## src/rtl/pw_pkg.sv

```systemverilog
package pw_pkg;
    typedef enum logic [1:0] {
        PH_SLEEP = 2'd0,
        PH_START = 2'd1,
        PH_CHECK = 2'd2,
        PH_RX    = 2'd3
    } pw_phase_e;
endpackage

```

## src/rtl/pw_sleep_calc.sv

```systemverilog
module pw_sleep_calc #(
    parameter int SLEEP_W  = 5,
    parameter int XFACT    = 8,
    parameter int TICK_DIV = 1024,
    parameter int CNT_W    = 18
) (
    input  logic [SLEEP_W-1:0] sleep_word,
    input  logic               xsel,
    output logic [CNT_W-1:0]   limit
);
    localparam bit TICK_POW2 = (TICK_DIV & (TICK_DIV - 1)) == 0;
    localparam int TICK_SH   = $clog2(TICK_DIV);

    logic [CNT_W-1:0] units;
    logic [CNT_W-1:0] prod;

    always_comb begin
        if (xsel) units = CNT_W'(sleep_word) * CNT_W'(XFACT);
        else      units = CNT_W'(sleep_word);
    end

    generate
        if (TICK_POW2) begin : g_shift
            assign prod = units << TICK_SH;
        end else begin : g_mult
            assign prod = units * CNT_W'(TICK_DIV);
        end
    endgenerate

    assign limit = (sleep_word == '0) ? CNT_W'(1) : prod;
endmodule

```

## src/rtl/pw_phase_timer.sv

```systemverilog
module pw_phase_timer #(
    parameter int CNT_W = 18
) (
    input  logic             clk,
    input  logic             rst,
    input  logic             clr,
    input  logic [CNT_W-1:0] limit,
    output logic             done
);
    logic [CNT_W-1:0] cnt_d, cnt_q;

    always_comb begin
        cnt_d = clr ? '0 : cnt_q + CNT_W'(1);
    end

    always_ff @(posedge clk) begin
        if (rst) cnt_q <= '0;
        else     cnt_q <= cnt_d;
    end

    assign done = (cnt_q == limit - CNT_W'(1));

    // the phase timer never runs past the active limit
    p_no_overrun_r3: assert property (@(posedge clk) disable iff (rst)
        cnt_q < limit);
endmodule

```

## src/rtl/poll_wake_seq.sv

```systemverilog
module poll_wake_seq #(
    parameter int SLEEP_W        = 5,
    parameter int XFACT          = 8,
    parameter int TICK_DIV       = 1024,
    parameter int STARTUP_CYCLES = 64
) (
    input  logic               clk,
    input  logic               rst,
    input  logic [SLEEP_W-1:0] cfg_sleep,
    input  logic               cfg_xsel,
    input  logic               poll_en,
    input  logic               chk_done,
    input  logic               chk_ok,
    input  logic               off_cmd,
    output logic               path_en,
    output logic               active,
    output logic [1:0]         phase
);
    import pw_pkg::*;

    localparam int SLEEP_MAX = (1 << SLEEP_W) - 1;
    localparam int SPAN_MAX  = SLEEP_MAX * XFACT * TICK_DIV + STARTUP_CYCLES;
    localparam int CNT_W     = $clog2(SPAN_MAX + 1);

    typedef struct packed {
        pw_phase_e          ph;
        logic [SLEEP_W-1:0] sl;
        logic               xs;
    } seq_t;

    seq_t             s_d, s_q;
    logic             tmr_clr;
    logic             tmr_done;
    logic [CNT_W-1:0] sleep_lim;
    logic [CNT_W-1:0] tmr_lim;

    pw_sleep_calc #(
        .SLEEP_W (SLEEP_W),
        .XFACT   (XFACT),
        .TICK_DIV(TICK_DIV),
        .CNT_W   (CNT_W)
    ) u_calc (
        .sleep_word(s_q.sl),
        .xsel      (s_q.xs),
        .limit     (sleep_lim)
    );

    assign tmr_lim = (s_q.ph == PH_SLEEP) ? sleep_lim : CNT_W'(STARTUP_CYCLES);

    pw_phase_timer #(.CNT_W(CNT_W)) u_tmr (
        .clk  (clk),
        .rst  (rst),
        .clr  (tmr_clr),
        .limit(tmr_lim),
        .done (tmr_done)
    );

    always_comb begin
        s_d     = s_q;
        tmr_clr = 1'b0;
        case (s_q.ph)
            PH_SLEEP: begin
                if (!poll_en) begin
                    tmr_clr = 1'b1;
                    s_d.sl  = cfg_sleep;
                    s_d.xs  = cfg_xsel;
                end else if (tmr_done) begin
                    tmr_clr = 1'b1;
                    s_d.ph  = PH_START;
                end
            end
            PH_START: begin
                if (tmr_done) begin
                    tmr_clr = 1'b1;
                    s_d.ph  = PH_CHECK;
                end
            end
            PH_CHECK: begin
                tmr_clr = 1'b1;
                if (chk_done) begin
                    if (chk_ok) begin
                        s_d.ph = PH_RX;
                    end else begin
                        s_d.ph = PH_SLEEP;
                        s_d.sl = cfg_sleep;
                        s_d.xs = cfg_xsel;
                    end
                end
            end
            default: begin
                tmr_clr = 1'b1;
                if (off_cmd) begin
                    s_d.ph = PH_SLEEP;
                    s_d.sl = cfg_sleep;
                    s_d.xs = cfg_xsel;
                end
            end
        endcase
    end

    always_ff @(posedge clk) begin
        if (rst) begin
            s_q.ph <= PH_SLEEP;
            s_q.sl <= cfg_sleep;
            s_q.xs <= cfg_xsel;
        end else begin
            s_q <= s_d;
        end
    end

    assign phase   = s_q.ph;
    assign path_en = (s_q.ph != PH_SLEEP);
    assign active  = (s_q.ph != PH_SLEEP);

    // an expiring start-up always leads into bit-check
    p_start_to_check_r5: assert property (@(posedge clk) disable iff (rst)
        (s_q.ph == PH_START && tmr_done) |=> (s_q.ph == PH_CHECK));

    // a failed verdict returns to sleep
    p_fail_to_sleep_r6: assert property (@(posedge clk) disable iff (rst)
        (s_q.ph == PH_CHECK && chk_done && !chk_ok) |=> (s_q.ph == PH_SLEEP));

    // receiving holds without an off command
    p_rx_hold_r7: assert property (@(posedge clk) disable iff (rst)
        (s_q.ph == PH_RX && !off_cmd) |=> (s_q.ph == PH_RX));

    // off command leaves receiving
    p_off_to_sleep_r7: assert property (@(posedge clk) disable iff (rst)
        (s_q.ph == PH_RX && off_cmd) |=> (s_q.ph == PH_SLEEP));

    // disabled polling keeps the block asleep
    p_hold_disabled_r9: assert property (@(posedge clk) disable iff (rst)
        (s_q.ph == PH_SLEEP && !poll_en) |=> (s_q.ph == PH_SLEEP));

    // captured settings stay frozen during an enabled sleep
    p_cfg_frozen_r10: assert property (@(posedge clk) disable iff (rst)
        (s_q.ph == PH_SLEEP && poll_en) |=> ($stable(s_q.sl) && $stable(s_q.xs)));
endmodule

```

## config.mk

```make
export PLATFORM = sky130hd
export DESIGN_NAME = poll_wake_seq
export DESIGN_NICKNAME = d
export VERILOG_FILES = /design/src/rtl/pw_pkg.sv /design/src/rtl/pw_sleep_calc.sv /design/src/rtl/pw_phase_timer.sv /design/src/rtl/poll_wake_seq.sv
export SDC_FILE = /design/constraint.sdc
export NUM_CORES = 1
export LEC_CHECK = 0
export BUFFER_PORTS_ARGS = -buffer_cell sky130_fd_sc_hd__buf_4
export CAP_MARGIN = 20
export CORE_MARGIN = 2
export CORE_UTILIZATION = 45
export CTS_BUF_LIST = sky130_fd_sc_hd__clkbuf_2
export DETAILED_ROUTE_END_ITERATION = 12
export PLACE_DENSITY = 0.65
export SYNTH_ARGS = -nofsm -noshare
export SYNTH_HDL_FRONTEND = slang
export SYNTH_HIERARCHICAL = 1
export SYNTH_SLANG_ARGS = --single-unit
```

## constraint.sdc

```tcl
create_clock -name clk -period 11.8 [get_ports clk]
set_input_delay 3.54 -clock clk [delete_from_list [all_inputs] [get_ports clk]]
set_output_delay 3.54 -clock clk [all_outputs]
set_load 0.005 [all_outputs]
```

==> run metrics <==
RSZ-0062 raised after global routing=no; clk sink count=26; Arrival @ worst endpoint=1760 ps; cell area after synthesis=2062 sq um; reg-to-reg endpoint=phase[1]$_SDFFE_PP0P_; Util after Layout=50.11%; initial DRC count=58; Setup Viol. Count Final=0; Yosys warnings=6; FP Rows=24; Syn-to-layout area delta=6.554%; HP Start=u_tmr/cnt_q[0]$_SDFF_PP0_; DR WL met2=1942 um; Die Width=71.69 um; Residual DRC=0; DR top layer=met4; Flop pwr share=52.7%; cell area power density=82.04 nW/um^2; Ports=16; count leader, synth=nor2_1; router iterations before antenna repair=4; skew final=13.83 ps; Post-synth EDFFs=6; post-synthesis sequential area ratio=28.16%; FF+latch count, synth=26; NetSw=0.04502 mW; Worst path max stage delay=540 ps; CP required=8260 ps; startpoint types=flop; r2r setup slk=7560 ps; Placer Congestion=0.8130; die height=71.69 um; H-tree Lvls=1; clock share of power=32.0%; HP Class=flop to flop; Worst Path Buf+Inv=3; Routed Antenna Nets=0; post-CTS setup buffer count=0; Synth area leader=dfxtp_1; port buffer count=15; minimum clock period=5295 ps; TritonCTS clock tree=done; status=completed; Starting Density=47.03%; per-cell routed wire length=12.63 um; crit end category=primary output; gr ovfl total=0; global-route wire length before repair=7010 um; Post-CTS Resized=0; final net count=278; Primary FF master, synth=dfxtp_1; Reg-to-Reg Start=phase[0]$_SDFFE_PP0P_; CP max FO=25; max cap viols=0; Core Region=4384 sq um; fmax=188.8 MHz; Slew Viols, Final=0; layout cells sized above 1=11.24%; total CTS buffers=3; Worst slew margin=61.34%; switch share=24.98%; worst vdd ir=0.00003756 V; Reg clk slew, reported paths=270 ps; FF-to-FF path depth=14; Logic pwr share=15.3%; Hold Crit Depth=1; hold endpoint=u_tmr/cnt_q[0]$_SDFF_PP0_; Mapped Cells=251; P_int=0.1352 mW; CTS Root Cell=clkbuf_2; largest net degree at the start of global routing=26; vias in the first global route=1575; die area=5139 sq um; Ant. Diodes=0; hold-fix buffers at CTS=0; Synth top area share=19.42%; vias per cell=5.252; Synth area leaders=dfxtp_1, edfxtp_1, xor2_1; synth unique cells=52; met3 wire length=109 um; met1 WL=1833 um; Worst path most repeated cell=inv_1; critical-path cell list=inv_1, ha_1, inv_1, buf_4; asr flop ratio synth=0%; slew at the pin closest to its max-slew limit=580.0 ps; hpwl dp=3032 um; Crit path max-delay family=adder cells; detailed-route via count=1628; Worst-Skew Late Latency=370 ps; Leak=0.8065 nW; initial antenna violation count=0; final wirelength=3915 um; TNS Setup=0 ps; Mean Syn Cell Area=8.215 sq um; Total Routing Usage GR=16.78%; final worst path period share=44.88%; critical path class=flop to primary output; Fin. Hold Viols=0; Commonest cells post-synth=nor2_1, and2_1, dfxtp_1; CP max-delay cell=ha_1; Max Buffers Root-to-Sink=2
[kinds of logic after synthesis]
logic type	Yosys count	share of synthesized area [%]
and+or+nand+nor	119	32.83
adders and majority gates	7	4.247
buffers and inverters	28	7.342
other	1	0.1819
AOI/OAI and AO/OA	30	9.891
DFF	26	28.16
xor gates and xnor gates	36	15.29
muxes	4	2.063
[registers in the layout (all words and copies together) (netlist names)]
name / cells
phase: 2
s_q: 6
u_tmr/cnt_q: 18
[worst max path at each step]
stage | from | endpoint | slack (ps) | cells after the start
floorplan | phase[0]$_SDFFE_PP0P_ | path_en | 7150 | 5
global placement | phase[0]$_SDFFE_PP0P_ | active | 7000 | 4
detailed placement | phase[0]$_SDFFE_PP0P_ | active | 6940 | 4
CTS | phase[0]$_SDFFE_PP0P_ | active | 6460 | 4
global route | phase[0]$_SDFFE_PP0P_ | path_en | 6290 | 4
finish | phase[0]$_SDFFE_PP0P_ | active | 6500 | 4
[power by group through the flow]
stage                     registers, mW  clock network (mW)  logic, mW
after CTS                        0.0951              0.0607     0.0272
after floorplan                  0.0962                   0     0.0230
final                            0.0950              0.0577     0.0275
after global placement           0.0968                   0     0.0267
after global routing             0.0957              0.0636     0.0309
after detailed placement         0.0968                   0     0.0270
[cell type report]
cell class	instances	area, sq um
clock inverter	1	30.03
tap	52	65.06
sequential	26	580.6
timing repair buffer	16	120.1
clock buffer	3	15.01
multi-input combinational	205	1360
fill	444	2187
inverter	7	26.28
[layout by cell type, fill, tap and decap left out, types with 9 or more instances in the layout]
cell      n
nor2_1   30
dfxtp_1  20
conb_1    9
xor2_1   19
xnor2_1  17
nand3_1  11
nand2_1  10
and2_1   20
buf_4    16
[stage by stage]
step	worst slack (ps)	hold slack, ps	power, mW	instance area (sq um)	cells
after floorplan	7146	463.2	0.1192	2092	259
after global placement	6998	495.0	0.1234	2152	306
after detailed placement	6940	503.9	0.1238	2152	306
after CTS	6457	552.5	0.1830	2197	310
after global routing	6291	583.5	0.1902	2197	310
final	6505	546.8	0.1802	2197	310
[metal layers]
layer  global-route usage, %  vias to the layer above
met3                   2.532                        2
met5                       0                        -
met1                   20.71                      734
met4                   5.031                        0
li1                        -                      866
met2                   30.04                       26
Power figures use the tool's default switching activity.
